==> src/rtl/eoi_storm_pkg.sv <==
// Package: shared types for the EOI broadcast handler.
// Assumes: nothing beyond IEEE 1800-2017.
package eoi_storm_pkg;

    // Per-pin outcome of one EOI evaluation.
    typedef struct packed {
        logic clear;   // remote-IRR to be dropped
        logic now;     // immediate re-delivery wanted
        logic defer;   // storm: re-delivery goes through the timer
    } pin_act_t;

endpackage

==> src/rtl/eoi_pin_slice.sv <==
// Module: eoi_pin_slice
// Evaluates one redirection entry against an EOI and keeps that pin's
// count of back-to-back re-deliveries.
// Assumes: STORM_LIMIT >= 1; cnt_clear is a one-cycle strobe from an entry write.
module eoi_pin_slice
    import eoi_storm_pkg::*;
#(
    parameter int VEC_W       = 8,
    parameter int STORM_LIMIT = 10000
) (
    input  logic             clk,
    input  logic             rst_n,
    input  logic             eoi_valid,
    input  logic [VEC_W-1:0] eoi_vector,
    input  logic [VEC_W-1:0] entry_vector,
    input  logic             entry_level,
    input  logic             entry_rirr,
    input  logic             pending,
    input  logic             masked,
    input  logic             cnt_clear,
    output pin_act_t         act
);

    localparam int CNT_W = $clog2(STORM_LIMIT + 1);
    localparam logic [CNT_W:0] LIMIT_V = (CNT_W + 1)'(STORM_LIMIT);

    logic [CNT_W-1:0] count_q;
    logic [CNT_W-1:0] count_d;
    logic [CNT_W-1:0] base;
    logic [CNT_W:0]   bumped;
    logic             hit;
    logic             redeliver;
    pin_act_t         act_c;

    // Decide the pin's action and its next count for this cycle.
    always_comb begin
        hit          = eoi_valid && entry_level && (entry_vector == eoi_vector);
        act_c.clear  = hit && entry_rirr;
        redeliver    = act_c.clear && !masked && pending;
        base         = cnt_clear ? '0 : count_q;
        bumped       = {1'b0, base} + 1'b1;
        act_c.defer  = redeliver && (bumped >= LIMIT_V);
        act_c.now    = redeliver && !act_c.defer;
        count_d      = base;
        if (act_c.clear) begin
            count_d = act_c.now ? bumped[CNT_W-1:0] : '0;
        end
    end

    assign act = act_c;

    // Hold the re-delivery count.
    always_ff @(posedge clk) begin
        if (!rst_n) count_q <= '0;
        else        count_q <= count_d;
    end


    no_overflow_chk: assert property (@(posedge clk) disable iff (!rst_n)
        count_q < LIMIT_V[CNT_W-1:0] || (STORM_LIMIT == (1 << CNT_W) - 1 && count_q != '1));


    clear_resets_chk: assert property (@(posedge clk) disable iff (!rst_n)
        cnt_clear |=> count_q <= CNT_W'(1));

endmodule

==> src/rtl/eoi_defer_timer.sv <==
// Module: eoi_defer_timer
// Shared countdown that turns a storm into a single late service request.
// Assumes: DELAY_CYCLES >= 2. An arm while running with more than one
// cycle left is ignored; an arm on the expiring cycle reloads.
module eoi_defer_timer #(
    parameter int DELAY_CYCLES = 2500000
) (
    input  logic clk,
    input  logic rst_n,
    input  logic arm,
    output logic busy,
    output logic fire
);

    localparam int TW = $clog2(DELAY_CYCLES + 1);
    localparam logic [TW-1:0] DELAY_V = TW'(DELAY_CYCLES);
    localparam logic [TW-1:0] ONE_V   = TW'(1);

    logic [TW-1:0] remain_q;

    assign busy = (remain_q != '0);
    assign fire = (remain_q == ONE_V);

    // Load on an accepted arm, otherwise count down to idle.
    always_ff @(posedge clk) begin
        if (!rst_n)                          remain_q <= '0;
        else if (arm && remain_q <= ONE_V)   remain_q <= DELAY_V;
        else if (busy)                       remain_q <= remain_q - ONE_V;
    end


    no_restart_chk: assert property (@(posedge clk) disable iff (!rst_n)
        (arm && remain_q > ONE_V) |=> remain_q == $past(remain_q) - ONE_V);


    arm_loads_chk: assert property (@(posedge clk) disable iff (!rst_n)
        (arm && !busy) |=> remain_q == DELAY_V);

endmodule

==> src/rtl/eoi_storm_ctrl.sv <==
// Module: eoi_storm_ctrl (top)
// Broadcasts an EOI over all redirection entries: clears remote-IRR on
// matching level entries, requests re-service for still-active lines and
// defers re-service through a timer when a pin storms.
// Assumes: table contents are stable inputs; outputs are registered.
module eoi_storm_ctrl
    import eoi_storm_pkg::*;
#(
    parameter int NUM_PINS     = 24,
    parameter int VEC_W        = 8,
    parameter int STORM_LIMIT  = 10000,
    parameter int DELAY_CYCLES = 2500000
) (
    input  logic                      clk,
    input  logic                      rst_n,
    input  logic                      eoi_valid,
    input  logic [VEC_W-1:0]          eoi_vector,
    input  logic [NUM_PINS*VEC_W-1:0] entry_vectors,
    input  logic [NUM_PINS-1:0]       entry_level,
    input  logic [NUM_PINS-1:0]       entry_rirr,
    input  logic [NUM_PINS-1:0]       irq_pending,
    input  logic [NUM_PINS-1:0]       irq_masked,
    input  logic [NUM_PINS-1:0]       cnt_clear,
    output logic [NUM_PINS-1:0]       rirr_clear,
    output logic                      service_req
);

    pin_act_t            act [NUM_PINS];
    logic [NUM_PINS-1:0] clr_vec;
    logic [NUM_PINS-1:0] now_vec;
    logic [NUM_PINS-1:0] defer_vec;
    logic                defer_busy;
    logic                defer_fire;

    // One evaluation slice per redirection entry.
    for (genvar p = 0; p < NUM_PINS; p++) begin : g_pin
        eoi_pin_slice #(
            .VEC_W       (VEC_W),
            .STORM_LIMIT (STORM_LIMIT)
        ) i_slice (
            .clk          (clk),
            .rst_n        (rst_n),
            .eoi_valid    (eoi_valid),
            .eoi_vector   (eoi_vector),
            .entry_vector (entry_vectors[p*VEC_W +: VEC_W]),
            .entry_level  (entry_level[p]),
            .entry_rirr   (entry_rirr[p]),
            .pending      (irq_pending[p]),
            .masked       (irq_masked[p]),
            .cnt_clear    (cnt_clear[p]),
            .act          (act[p])
        );
        assign clr_vec[p]   = act[p].clear;
        assign now_vec[p]   = act[p].now;
        assign defer_vec[p] = act[p].defer;
    end

    eoi_defer_timer #(
        .DELAY_CYCLES (DELAY_CYCLES)
    ) i_timer (
        .clk   (clk),
        .rst_n (rst_n),
        .arm   (|defer_vec),
        .busy  (defer_busy),
        .fire  (defer_fire)
    );

    // Register the clear strobes and the merged service request.
    always_ff @(posedge clk) begin
        if (!rst_n) begin
            rirr_clear  <= '0;
            service_req <= 1'b0;
        end else begin
            rirr_clear  <= clr_vec;
            service_req <= (|now_vec) || defer_fire;
        end
    end


    clear_needs_eoi_chk: assert property (@(posedge clk) disable iff (!rst_n)
        (|rirr_clear) |-> $past(eoi_valid));


    req_has_cause_chk: assert property (@(posedge clk) disable iff (!rst_n)
        service_req |-> ($past(eoi_valid) || $past(defer_busy)));


    clear_needs_level_chk: assert property (@(posedge clk) disable iff (!rst_n)
        (rirr_clear & ~$past(entry_level)) == '0);

endmodule

==> config.mk <==
export PLATFORM = sky130hd
export DESIGN_NAME = eoi_storm_ctrl
export DESIGN_NICKNAME = d
export VERILOG_FILES = /design/src/rtl/eoi_storm_pkg.sv /design/src/rtl/eoi_pin_slice.sv /design/src/rtl/eoi_defer_timer.sv /design/src/rtl/eoi_storm_ctrl.sv
export SDC_FILE = /design/constraint.sdc
export NUM_CORES = 2
export LEC_CHECK = 0
export ABC_AREA = 1
export CAP_MARGIN = 25
export CORE_MARGIN = 3
export CORE_UTILIZATION = 50
export CTS_BUF_LIST = sky130_fd_sc_hd__clkbuf_8
export DETAILED_ROUTE_END_ITERATION = 16
export DONT_BUFFER_PORTS = 1
export HOLD_SLACK_MARGIN = 0.08
export SLEW_MARGIN = 30
export SYNTH_ARGS = -nofsm -noshare
export SYNTH_HDL_FRONTEND = slang
export SYNTH_SLANG_ARGS = --single-unit
export TNS_END_PERCENT = 5
==> constraint.sdc <==
create_clock -name clk -period 3.8 [get_ports clk]
set_clock_uncertainty 0.1 [all_clocks]
set_input_delay 0.57 -clock clk [delete_from_list [all_inputs] [get_ports clk]]
set_output_delay 0.57 -clock clk [all_outputs]
set_load 0.1 [all_outputs]
## Word-level counts from Yosys, hierarchy flattened

Cells that the tools add are included.

- Bits in registers: 383
- Bits in latches: 0
- RAM bits: 0
- Bits in read-only memories: 0
- Input bits: 323
- Output and inout port bits: 25
- Word-level logic and storage cells: 401
- Memories: 0

- Add/sub/neg operators: 25
- Multiply operators: 0
- Divide/modulo/power cells: 0
- Magnitude comparators: 25
- Eq/ne operators: 25
- Shift-type cells: 0
- Mux-type cells: 74
- Bitwise operators: 1
- Reductions and logical operators: 223

Operator list:

| cell | count |
|---|---|
| $mux 14 | 72 |
| $add 14x1->15 const B | 24 |
| $ge 15x14->1 const B | 24 |
| $eq 8x8->1 | 24 |
| $logic_and 1x1->1 | 169 |
| $logic_not 1->1 | 48 |
| $reduce_or 24->1 | 2 |
| $mux 22 | 2 |
| $eq 22x1->1 const B | 1 |
| $le 22x1->1 const B | 1 |
| $reduce_bool 22->1 | 1 |
| $sub 22x1->22 const B | 1 |
| $reduce_bool 2->1 | 1 |
| $reduce_or 2->1 | 1 |
| $logic_or 1x1->1 | 1 |
| $not 1->1 | 1 |

## Longest topological paths before layout

- Depth in word-level cells: 10
- Depth in mapped cells: 28
- Depth with buffers taken out: 25

## Cells and area by module

A second synthesis with hierarchy kept.

- Cell total of the unflattened synthesis: 5678
- Area, all modules: 35759.3 um^2

By module, submodules not included:

| module | times used | cells an instance | area each (um^2) | sequential area each (um^2) |
|---|---|---|---|---|
| eoi_pin_slice at g_pin[0].i_slice ... | 23 | 223 | 1395.1 | 280.3 |
| eoi_pin_slice at g_pin[19].i_slice | 1 | 232 | 1438.9 | 280.3 |
| eoi_defer_timer | 1 | 195 | 1350.0 | 440.4 |
| eoi_storm_ctrl | 1 | 122 | 883.3 | 500.5 |

## Least setup slack after synthesis

Ideal clock, no wire load.

- Path kind: input -> register
- Start point: input cnt_clear[10]
- End point: register i_timer.remain_q[4]
- Setup time: 0.062 ns
- Arrival time: 2.818 ns
- Data required time: 3.638 ns
- Setup slack: 0.820 ns
- Stages on the path: 27
- Buffers on the path: 3
- Cells stage by stage: buf_6 > inv_2 > buf_6 > nand2_1 > inv_1 > ha_1 > nand2_1 > inv_1 > nand2_1 > nor2_1 > nand4_1 > nand2_1 > nand2_1 > nor2_1 > nand2_1 > nand2_1 > nand2_1 > nand2_1 > nand2_1 > nor2_1 > nand2_1 > nor2_2 > nand2_2 > nand2_4 > nand2_4 > buf_12 > nor2_4

- Word-level cells in the longest chain between the ends: 7

Ends and longest elaborated chain:

| item | line | RTL |
|---|---|---|
| start: declaration | eoi_storm_ctrl.sv:23 | `input logic [NUM_PINS-1:0] cnt_clear,` |
| $mux 14 | eoi_pin_slice.sv:40 | `base = cnt_clear ? '0 : count_q;` |
| $add 14x1->15 | eoi_pin_slice.sv:41 | `bumped = {1'b0, base} + 1'b1;` |
| $ge 15x14->1 | eoi_pin_slice.sv:42 | `act_c.defer = redeliver && (bumped >= LIMIT_V);` |
| $logic_and 1x1->1 | eoi_pin_slice.sv:42 |  |
| $reduce_or 24->1 | eoi_storm_ctrl.sv:63 | `.arm (\|defer_vec),` |
| $logic_and 1x1->1 | eoi_defer_timer.sv:27 | `else if (arm && remain_q <= ONE_V) remain_q <= DELAY_V;` |
| $reduce_or 2->1 (no line) | - |  |
| end signal: assignment | eoi_defer_timer.sv:28 | `else if (busy) remain_q <= remain_q - ONE_V;` |
| end: declaration | eoi_defer_timer.sv:19 | `logic [TW-1:0] remain_q;` |

No other way between the ends.
A chain may end at the register's enable or synchronous reset.

## Worst setup path in the final report

- Start point: input cnt_clear[20]
- End point: register i_timer.remain_q[3]

The elaborated chain is that of the path after synthesis.

==> summary.md <==
| Metric | Value |
|---|---|
| Outcome | complete, no violations |
| Post-synthesis sequential area ratio | roughly a quarter |
| Final Hold Fails | 0 |
| Root Buffer | clkbuf_8 |
| Combinational share of power | 13.8% |
| Area of the multi-input gates | 20,060 µm² |
| Min Hold Slack | 0.1201 ns |
| CP max-delay cell | dlygate4sd3_1 |
| Reg2Reg Setup Slack | 0.59 ns |
| Worst-Margin Slew | 0.9916 ns |
| Final setup vio count | 0 |
| Die area | 65,810 µm² |
| Yosys cell types | 63 |
| GRT Resource Usage Total | 30.23% |
| H-Tree Depth | 3 |
| Number of cells produced by synthesis | 5,407 |
| Leak | 14.46 nW |
| Initial antenna violation count | 4 |
| GPL Wtd Cong | slightly above 0.9 |
| Fin area | 34,400 µm² |
| First-pass GRT wire length | 163,100 µm |
| Final period utilization | 94.11% |
| DR iter-0 viols | 2,550 |
| Mapped Nets | approximately 5,800 |
| Area of the mapped netlist | ~31,000 µm² |
| Critical-path cell list | dlygate4sd3_1 > inv_2 > nand2_1 > inv_1 > ha_1 > nand2_1 > nor2_4 > nand3_1 > xor2_1 > nor2_1 > nand2_1 > nand3_1 > nand2_1 > nand2_1 > nand2_1 > nor2_4 > nand2_1 > nor2_2 > nand2_2 > nand2_4 > nand2_8 > nor2_1 |
| Grt ovf | 0 |
| Worst Path Class, Setup | in -> reg |
| Slew headroom | 33.81% |
| # IOs | 348 |
| Pint | ~7.0 mW |
| Register area | 7669 µm² |
| RR Endpoint | g_pin[0].i_slice.count_q[1]$_SDFF_PN0_ |
| Max IR drop VDD | 0.0002985 V |
| Setup TNS | 0 ns |
| Layout Nets | between 5,000 and 6,000 |
| TritonCTS clock tree | built |
| Rows | 91 |
| Bufs and invs on worst path | 3 |
| Final Slew Violations | 0 |
| Fraction of registers with async set/reset | 0% |
| R2R cell count | 16 |
| Final wirelength | 102,800 µm |
| Vias in the first global route | 31,088 |
| CP peak stage delay | about 0.66 ns |
| Clock Latency Late Sink | 0.68 ns |
| Largest net degree at the start of global routing | 111 |
| Placed insts | 6,153 |
| Flops & latches, synth | 383 |
| Achievable Freq | 279.6 MHz |
| DRC errors left | 0 |
| Reg2reg start | g_pin[0].i_slice.count_q[1]$_SDFF_PN0_ |
| Initial Util | 50.66% |
| Crit Path Max Fanout | 14 |
| Core Footprint | 61,940 µm² |
| CP endpoint kind | flip-flop |
| Post-synth EDFFs | 0 |
| Vias per cell | 5.304 |
| Routed Antenna Nets | 0 |
| Post-DP HPWL | 74,920 µm |
| Post-Layout Cell Count | ~6,400 |
| GR Layer Usage met2 | between 40 and 50% |
| Mean Syn Cell Area | 5.804 µm² |
| Area after DPL | 32,030 µm² |
| WP data arrival | 4.07 ns |
| Met1 Use GR | 40.87% |
| Buffers on Ports | 0 |
| Design Power | 9.975 mW |
| Die W | 256.5 µm |
| TritonCTS buffer count | between 70 and 80 |
| Clock network power share | 44.2% |
| Min-delay worst type | in -> reg |
| Net Sw Frac | 29.65% |
| Sequential cell fraction of total power | between 40% and 50% |
| Min-delay src | entry_level[20] |
| Die Ht | between 200 and 300 µm |
| Worst path required time | 4.29 ns |
| Clk buf depth | 3 |
| Share of cells above drive strength 1 | under 10% |
| Delay-heaviest family, CP | simple AND/OR/NAND/NOR gates |
| Layout overhead on the synthesized area | 9.613% |
| Pre-antenna DRT Iters | 5 |
| Tmin final | 3.576 ns |
| Ys flop type | dfxtp_1 |
| Ys Warns | 0 |
| Power per Cell Area | 290.0 nW/µm² |
| Gr busiest metal | met2 |
| Worst-path clk slew | around 0.060 ns |
| Sw power | between 2 and 3 mW |
| # Max-Cap Violations | 0 |
| DR WL/cell | roughly 16 µm |
| FILL cells | 6,621 |
| Hold EP | g_pin[20].i_slice.count_q[0]$_SDFF_PN0_ |
| Hold path cells | 3 |
| Most used cell, CP | nand2_1 |
| GR met3 Demand/Resource | 5.294% |
| Clock sink count | 383 |
| Crit start category | input pin |
| Via count | between 30,000 and 40,000 |
[stage by stage]
step / util (%) / setup slack, ns
finish: 55.53 / 0.2240
global placement: 51.72 / 0.1000
global route: 55.53 / -0.009672
floorplan: - / 0.8202
CTS: 55.43 / 0.004965
detailed placement: 51.72 / 0.05996
[sequential cells by signal, summed over array words and instances (netlist names)]
signal	cells
g_pin.i_slice.count_q	336
i_timer.remain_q	22
rirr_clear	24
service_req	1
[tightest hold or removal path, delay by kind of cell]
family,cells,cell delay [ns]
AND/OR/NAND/NOR,2,0.20
AO/OA/AOI/OAI,1,0.08
[area by class of cell]
class | instances | area share [%]
clock buffers | 102 | 4.081
multi-input cells | 4149 | 58.31
well taps | 837 | 3.045
clock inverters | 39 | 0.5092
diodes | 2 | 0.01455
repair buffers | 143 | 3.797
inverters | 716 | 7.948
flip-flops and latches | 383 | 22.29
[kinds of logic after synthesis]
| kind of cell | synth area share, % |
|---|---|
| compound gates | 7.145 |
| mux | 0.03588 |
| buf+inv | 11.73 |
| fa+ha+maj | 1.037 |
| xor+xnor | 5.387 |
| simple gates | 50.23 |
| flops | 24.43 |
[layout by cell type (no fill, tap or decap), types with 43 or more instances in the layout]
cell,instances
nor2_1,720
nand3_1,515
dlygate4sd3_1,69
buf_4,68
xnor2_1,99
nor3_1,92
inv_1,704
o21ai_0,44
clkbuf_8,102
xor2_1,94
nor2_4,43
dfxtp_1,382
nor4_1,47
nand4_1,162
nand2_1,1652
nor2_2,78
a21oi_1,335
[synthesized netlist by cell type (26+ instances only)]
cell,number,area (µm²)
nand2_1,1652,6201
nor2_4,42,473.0
o21ai_0,44,220.2
buf_2,46,230.2
xnor2_1,99,867.1
a21oi_1,335,1677
inv_1,680,2552
nor2_2,77,481.7
nand4_1,162,1013
xor2_1,94,823.3
nor2_1,722,2710
nor3b_1,33,247.7
or2_2,42,262.8
clkbuf_1,67,251.5
nor4_1,48,300.3
dfxtp_1,383,7667
nand3_1,515,2577
ha_1,26,325.3
nor3_1,92,460.4
[how the worst max path moves through the flow]
stage                        startpoint                                to  slack (ns)  cells past startpoint
after floorplan           cnt_clear[10]  i_timer.remain_q[4]$_SDFFE_PP0P_        0.82                     27
after global placement    cnt_clear[20]  i_timer.remain_q[0]$_SDFFE_PP0P_        0.10                     21
after detailed placement  cnt_clear[20]  i_timer.remain_q[3]$_SDFFE_PP0P_        0.06                     21
after CTS                 cnt_clear[17]  i_timer.remain_q[3]$_SDFFE_PP0P_       0.005                     21
after global routing      cnt_clear[12]  i_timer.remain_q[3]$_SDFFE_PP0P_       -0.01                     23
final                     cnt_clear[20]  i_timer.remain_q[3]$_SDFFE_PP0P_        0.22                     22
[routing by layer]
layer  part of all wire (%)  wire (µm)
met1                     46      47550
met2                     44      45450
met3                    6.7       6876
met4                    2.8       2916
met5                      0          0
[power groups by stage]
stage | clock, mW | combinational, mW | sequential (mW)
2_1_floorplan | 0 | 1.11 | 4.25
3_3_place_gp | 0 | 1.26 | 4.27
3_5_place_dp | 0 | 1.26 | 4.27
4_1_cts | 4.53 | 1.37 | 4.18
5_1_grt | 4.70 | 1.55 | 4.19
6_report | 4.41 | 1.38 | 4.18
[repair_timing]
item | in CTS | in global routing
setup buffers | 0 | 3
hold endpoints to repair | 248 | 12
resized for setup | 0 | 7
setup endpoints to repair | 0 | 18
hold buffers | 71 | 1
No activity file was read; power rests on OpenSTA's default activity.
